File: src/rtl/scan_fifo_pkg.sv
package scan_fifo_pkg;
  typedef enum logic {
    OVF_DROP    = 1'b0,
    OVF_REPLACE = 1'b1
  } ovf_policy_e;
endpackage

File: src/rtl/sticky_flag.sv
module sticky_flag (
  input  logic clk_i,
  input  logic rst_ni,
  input  logic set_i,
  input  logic clr_i,
  output logic flag_o
);
  logic flag_q;

  // set has priority over clear
  always_ff @(posedge clk_i or negedge rst_ni) begin
    if (!rst_ni) flag_q <= 1'b0;
    else         flag_q <= set_i | (flag_q & ~clr_i);
  end

  assign flag_o = flag_q;
endmodule

File: src/rtl/fifo_store.sv
module fifo_store #(
  parameter int DATA_W = 12,
  parameter int DEPTH  = 4,
  parameter int PTR_W  = 2
) (
  input  logic              clk_i,
  input  logic              rst_ni,
  input  logic              wr_en_i,
  input  logic [PTR_W-1:0]  wr_addr_i,
  input  logic [DATA_W-1:0] wr_data_i,
  input  logic [PTR_W-1:0]  rd_addr_i,
  output logic [DATA_W-1:0] rd_data_o
);
  logic [DATA_W-1:0] mem_q [DEPTH];

  for (genvar g = 0; g < DEPTH; g++) begin : g_entry
    always_ff @(posedge clk_i or negedge rst_ni) begin
      if (!rst_ni)
        mem_q[g] <= '0;
      else if (wr_en_i && (wr_addr_i == PTR_W'(g)))
        mem_q[g] <= wr_data_i;
    end
  end

  assign rd_data_o = mem_q[rd_addr_i];
endmodule

File: src/rtl/fifo_ptr_ctrl.sv
module fifo_ptr_ctrl
  import scan_fifo_pkg::*;
#(
  parameter int DEPTH = 4,
  parameter int PTR_W = 2,
  parameter int CNT_W = 3
) (
  input  logic             clk_i,
  input  logic             rst_ni,
  input  logic             wr_valid_i,
  input  logic             pop_i,
  input  ovf_policy_e      policy_i,
  output logic             wr_en_o,
  output logic [PTR_W-1:0] wr_addr_o,
  output logic [PTR_W-1:0] rd_addr_o,
  output logic [CNT_W-1:0] cnt_o,
  output logic [CNT_W-1:0] cnt_next_o,
  output logic             overflow_o
);
  logic [PTR_W-1:0] wr_ptr_q, wr_ptr_d, rd_ptr_q, rd_ptr_d;
  logic [CNT_W-1:0] cnt_q, cnt_d;
  logic full, empty, do_pop, accept, replace, ovf;

  function automatic logic [PTR_W-1:0] ptr_inc(input logic [PTR_W-1:0] p);
    return (p == PTR_W'(DEPTH - 1)) ? '0 : p + PTR_W'(1);
  endfunction

  assign full    = (cnt_q == CNT_W'(DEPTH));
  assign empty   = (cnt_q == '0);
  assign do_pop  = pop_i & ~empty;
  assign ovf     = wr_valid_i & full & ~do_pop;
  assign accept  = wr_valid_i & (~full | do_pop);
  assign replace = ovf & (policy_i == OVF_REPLACE);

  always_comb begin
    wr_ptr_d = (accept | replace) ? ptr_inc(wr_ptr_q) : wr_ptr_q;
    rd_ptr_d = (do_pop | replace) ? ptr_inc(rd_ptr_q) : rd_ptr_q;
    unique case ({accept, do_pop})
      2'b10:   cnt_d = cnt_q + CNT_W'(1);
      2'b01:   cnt_d = cnt_q - CNT_W'(1);
      default: cnt_d = cnt_q;
    endcase
  end

  always_ff @(posedge clk_i or negedge rst_ni) begin
    if (!rst_ni) begin
      wr_ptr_q <= '0;
      rd_ptr_q <= '0;
      cnt_q    <= '0;
    end else begin
      wr_ptr_q <= wr_ptr_d;
      rd_ptr_q <= rd_ptr_d;
      cnt_q    <= cnt_d;
    end
  end

  assign wr_en_o    = accept | replace;
  assign wr_addr_o  = wr_ptr_q;
  assign rd_addr_o  = rd_ptr_q;
  assign cnt_o      = cnt_q;
  assign cnt_next_o = cnt_d;
  assign overflow_o = ovf;
endmodule

File: src/rtl/scan_result_fifo.sv
module scan_result_fifo
  import scan_fifo_pkg::*;
#(
  parameter int DATA_W = 12,
  parameter int DEPTH  = 4,
  parameter int LVL_W  = 2,
  localparam int PTR_W = (DEPTH > 1) ? $clog2(DEPTH) : 1,
  localparam int CNT_W = $clog2(DEPTH + 1)
) (
  input  logic              clk_i,
  input  logic              rst_ni,
  input  logic              wr_valid_i,
  input  logic [DATA_W-1:0] wr_data_i,
  input  logic              pop_i,
  output logic [DATA_W-1:0] rd_data_o,
  output logic              rd_valid_o,
  output logic [CNT_W-1:0]  count_o,
  input  logic              ovf_policy_i,
  input  logic [LVL_W-1:0]  dv_level_i,
  input  logic              ready_clr_i,
  input  logic              ovf_clr_i,
  output logic              ready_irq_o,
  output logic              ovf_irq_o
);
  logic             wr_en, overflow, ready_set;
  logic [PTR_W-1:0] wr_addr, rd_addr;
  logic [CNT_W-1:0] cnt, cnt_next;
  ovf_policy_e      policy;

  assign policy = ovf_policy_e'(ovf_policy_i);

  fifo_ptr_ctrl #(.DEPTH(DEPTH), .PTR_W(PTR_W), .CNT_W(CNT_W)) u_ctrl (
    .clk_i      (clk_i),
    .rst_ni     (rst_ni),
    .wr_valid_i (wr_valid_i),
    .pop_i      (pop_i),
    .policy_i   (policy),
    .wr_en_o    (wr_en),
    .wr_addr_o  (wr_addr),
    .rd_addr_o  (rd_addr),
    .cnt_o      (cnt),
    .cnt_next_o (cnt_next),
    .overflow_o (overflow)
  );

  fifo_store #(.DATA_W(DATA_W), .DEPTH(DEPTH), .PTR_W(PTR_W)) u_store (
    .clk_i     (clk_i),
    .rst_ni    (rst_ni),
    .wr_en_i   (wr_en),
    .wr_addr_i (wr_addr),
    .wr_data_i (wr_data_i),
    .rd_addr_i (rd_addr),
    .rd_data_o (rd_data_o)
  );

  // threshold is level+1 entries, evaluated on the post-update count
  assign ready_set = (int'(cnt_next) > int'(dv_level_i));

  sticky_flag u_ready_flag (
    .clk_i  (clk_i),
    .rst_ni (rst_ni),
    .set_i  (ready_set),
    .clr_i  (ready_clr_i),
    .flag_o (ready_irq_o)
  );

  sticky_flag u_ovf_flag (
    .clk_i  (clk_i),
    .rst_ni (rst_ni),
    .set_i  (overflow),
    .clr_i  (ovf_clr_i),
    .flag_o (ovf_irq_o)
  );

  assign count_o    = cnt;
  assign rd_valid_o = (cnt != '0);
endmodule

File: config.mk
export PLATFORM = sky130hd
export DESIGN_NAME = scan_result_fifo
export DESIGN_NICKNAME = d
export VERILOG_FILES = /design/src/rtl/scan_fifo_pkg.sv /design/src/rtl/sticky_flag.sv /design/src/rtl/fifo_store.sv /design/src/rtl/fifo_ptr_ctrl.sv /design/src/rtl/scan_result_fifo.sv
export SDC_FILE = /design/constraint.sdc
export NUM_CORES = 1
export LEC_CHECK = 0
export ABC_AREA = 1
export BUFFER_PORTS_ARGS = -buffer_cell sky130_fd_sc_hd__buf_2
export CAP_MARGIN = 0
export CORE_AREA = 2 2 57 100
export DETAILED_ROUTE_END_ITERATION = 10
export DIE_AREA = 0 0 59 102
export HOLD_SLACK_MARGIN = 0.08
export PLACE_DENSITY = 0.85
export SYNTH_ARGS = -nofsm -noshare
export SYNTH_HDL_FRONTEND = slang
export SYNTH_HIERARCHICAL = 1
export SYNTH_SLANG_ARGS = --single-unit
export TNS_END_PERCENT = 50
File: constraint.sdc
create_clock -name clk_i -period 3.8 [get_ports clk_i]
set_input_delay 0.38 -clock clk_i [delete_from_list [all_inputs] [get_ports clk_i]]
set_output_delay 0.38 -clock clk_i [all_outputs]
set_load 0.02 [all_outputs]
==> Flow_metrics.wiki <==
{| class="wikitable"
! Metric !! Value
|-
| Number of remaining DRC errors || 0
|-
| Initial core utilization || a little over 60%
|-
| Wire length of the first global-routing pass || 12.53 mm
|-
| Number of I/O pins || 39
|-
| Data arrival time of the critical path || about 2 ns
|-
| Largest net degree at the start of global routing || 43
|-
| Ys async rst share || 100.0%
|-
| Post-synth EDFFs || 0
|-
| Post-detailed-route wirelength per cell || 13.89 µm
|-
| Launching element type of the critical path || flop
|-
| Number of gates resized after CTS || 0
|-
| Vias in the first global route || 2929
|-
| Total count of hold-check failures in the final report || 0
|-
| Worst path slowest cell || dfrtp_1
|-
| Syn. warnings || 6
|-
| Iteration-0 DRC Markers || 134
|-
| Cell types occupying the most area after synthesis || dfrtp_1 (45%), nand2_1 (21%), inv_1 (9.5%)
|-
| Aggregate global routing overflow || 0
|-
| Reported max-cap violation count || 0
|-
| Dominant combinational cell family by area after synthesis || simple AND/OR/NAND/NOR gates
|-
| Worst Setup Slack post-DPL || 1.582 ns
|-
| Post-synthesis instance area || 0.003147 mm²
|-
| Slack of the worst reg-to-reg path || roughly 1.6 ns
|-
| Lkg Pwr || 2.076 nW
|-
| CP cell instances || inv_1, nand3_1, nand2_1, buf_2
|-
| Type of the setup path with the least slack || reg2out
|-
| Post-Route Utilization || 67.17%
|-
| Cts hold-fix bufs || 0
|-
| Launch instance of the worst register-to-register path || u_ctrl/cnt_o[1]$_DFF_PN0_
|-
| Synth area leader || dfrtp_1
|-
| Xor-xnor portion of the synthesized cell area || 0%
|-
| Number of buffers created by CTS || 9
|-
| Chip height || slightly above 100 µm
|-
| PortBufs || 38
|-
| Path category of the worst min-delay check || in2async
|-
| Number of failing setup endpoints in the final timing report || 0
|-
| Number of nets in the layout || 493
|-
| # Post-CTS Setup Buffers || 0
|-
| Leading post-synthesis cells by instance count || nand2_1 (172), inv_1 (80), dfrtp_1 (57), nand3_1 (49), nand4_1 (24)
|-
| Source-to-sink clock delay at the later pin of the worst-skew pair || roughly 0.34 ns
|-
| End point of the critical path || rd_data_o[4]
|-
| Crit end category || output port
|-
| Count of H-tree levels built during CTS || 3
|-
| Final weighted congestion in routability-driven placement || 0.8116
|-
| Worst slack on hold paths || about 0.07 ns
|-
| Worst setup path startpoint || u_ctrl/rd_addr_o[1]$_DFFE_PN0P_
|-
| Crit share post-route || approximately 62%
|-
| Cell with the most instances after synthesis || nand2_1
|-
| Total via count after detailed routing || 2901
|-
| Final ANT Viol Nets || 0
|-
| Number of standard cells in the layout, taps in and fillers out || 526
|-
| Number of clock sinks || between 50 and 60
|-
| Area growth from synthesis to layout || 10.30%
|-
| DIE AREA || 0.006018 mm²
|-
| Reg2reg end || u_store/mem_q[35]$_DFFE_PN0P_
|-
| Core area || 0.005167 mm²
|-
| Result of the run || finished clean
|-
| Final setup slack of the worst path || 1.433 ns
|-
| Count of placed standard cells including taps || 511
|-
| Routed wire length || 7.305 mm
|-
| Post-Place Cell Area || 0.003289 mm²
|-
| Clk Tree Root Cell || clkbuf_8
|-
| Fraction of layout instances using a drive strength above 1 || 14.44%
|-
| Mean instance size in the synthesized netlist || 7.168 µm²
|-
| Proportion of synthesized chip area in sequential cells || between 40% and 50%
|-
| Simple-gate area share of the yosys netlist || 36.42%
|-
| Synth top area share || 45.33%
|-
| Design Area, Final || approximately 0.0035 mm²
|-
| Slew at the pin closest to its max-slew limit || 0.8019 ns
|-
| N_diodes || 0
|-
| Clock Pin Slew Worst Setup and Hold Paths || 0.06 ns
|-
| FF-to-FF path depth || 8
|-
| Synthesized netlist net count || 465
|-
| Clock tree from TritonCTS || built
|-
| Share of synthesized area spent on multiplexers || 0%
|-
| Setup repair after global routing missed its margin || false
|-
| HPWL after detailed placement || 4.753 mm
|-
| Peak supply drop || between 0.6 and 0.7 mV
|-
| Clk_skew || around 0.0041 ns
|-
| Post-layout total power || 3.139 mW
|-
| Worst Path Required || between 3 and 4 ns
|-
| Fmax achieved || 422.6 MHz
|-
| Max Fanout on Critical Path || 15
|-
| Flip-flop and latch count after synthesis || 57
|-
| Delay contributed by the slowest stage of the critical path || 0.75 ns
|-
| Top_reg_cell synth || dfrtp_1
|-
| Max-slew violation count || 0
|-
| Worst slew slack as a fraction of its limit || 46.48%
|-
| Count of mapped cells out of synthesis || 439
|-
| Total number of placement rows || 35
|-
| Minimum period implied by the final worst setup slack || 2.367 ns
|-
| Number of antenna violations at the first check in global routing || 0
|-
| Number of distinct library cell variants in the gate-level netlist after synthesis || 22
|-
| Number of optimization iterations in the first detailed-route pass || 5
|-
| Die span in x || 59 µm
|-
| Total track usage || 27.74%
|-
| Average via count per standard cell || 5.515
|-
| Maximum clock path buffer count || 2
|-
| PwrDens || roughly 900 mW/mm²
|-
| Compound-gate portion of the synthesized area || about 2.2%
|-
| Post-synthesis adder-cell area fraction || around 2.2%
|-
| Total negative slack for setup checks || 0 ns
|}
cell type report:
class,instances,area (µm²)
flip-flops and latches,57,1426
clock buffers,13,168.9
clock inverters,2,12.51
repair buffers,40,205.2
multi-input cells,278,1285
fillers,452,1697
inverters,81,304.0
well taps,55,68.82
critical path: cells and delay by family (launching register included):
| kind | cells | cell delay [ns] |
|---|---|---|
| and+or+nand+nor | 2 | 0.28 |
| DFF | 1 | 0.75 |
| buffers and inverters | 2 | 0.60 |
where the power goes:
| group | total [mW] | internal [mW] | switching [mW] |
|---|---|---|---|
| sequential | 1.13 | 0.884 | 0.242 |
| clock | 0.518 | 0.285 | 0.233 |
| combinational | 1.50 | 0.491 | 1.00 |
worst min-delay path by stage:
| stage | startpoint | endpoint | slack [ns] | depth (start not counted) |
|---|---|---|---|---|
| 2_1_floorplan | rst_ni | u_ctrl/cnt_o[0]$_DFF_PN0_ | 0.08 | 0 |
| 3_3_place_gp | rst_ni | u_store/mem_q[47]$_DFFE_PN0P_ | 0.44 | 1 |
| 3_5_place_dp | rst_ni | u_store/mem_q[35]$_DFFE_PN0P_ | 0.45 | 1 |
| 4_1_cts | rst_ni | u_store/mem_q[24]$_DFFE_PN0P_ | 0.09 | 1 |
| 5_1_grt | rst_ni | u_store/mem_q[36]$_DFFE_PN0P_ | 0.12 | 1 |
| 6_report | rst_ni | u_store/mem_q[12]$_DFFE_PN0P_ | 0.07 | 1 |
cell families (layout without fill, tap and decap cells):
family	Yosys count	in the layout
DFF	57	57
AOI/OAI and AO/OA	13	13
adders and majority gates	5	5
and+or+nand+nor	260	260
buffers and inverters	104	136
sequential cells by signal, summed over array words and instances, names as in the netlist:
| name | cells |
|---|---|
| u_store/mem_q | 48 |
| u_ready_flag/flag_o | 1 |
| u_ovf_flag/flag_o | 1 |
| u_ctrl/cnt_o | 3 |
| u_ctrl/wr_addr_o | 2 |
| u_ctrl/rd_addr_o | 2 |
cells in the final DEF, fill, tap and decap left out, drive strengths merged:
master and count:
nand2 179, inv 81, dfrtp 57, nand3 50
buf 40, nand4 24, clkbuf 13, o21ai 13
nor2 7, ha 4, clkinvlp 1, clkinv 1
fa 1
layer usage:
metal	vias to the layer above	track usage (%)	share of wire, %
li1	1393	-	-
met1	1385	30.19	40
met2	106	47.86	53
met3	17	6.456	5.3
met4	0	16.26	2.2
met5	-	0	0
No activity file was read; power rests on OpenSTA's default activity.
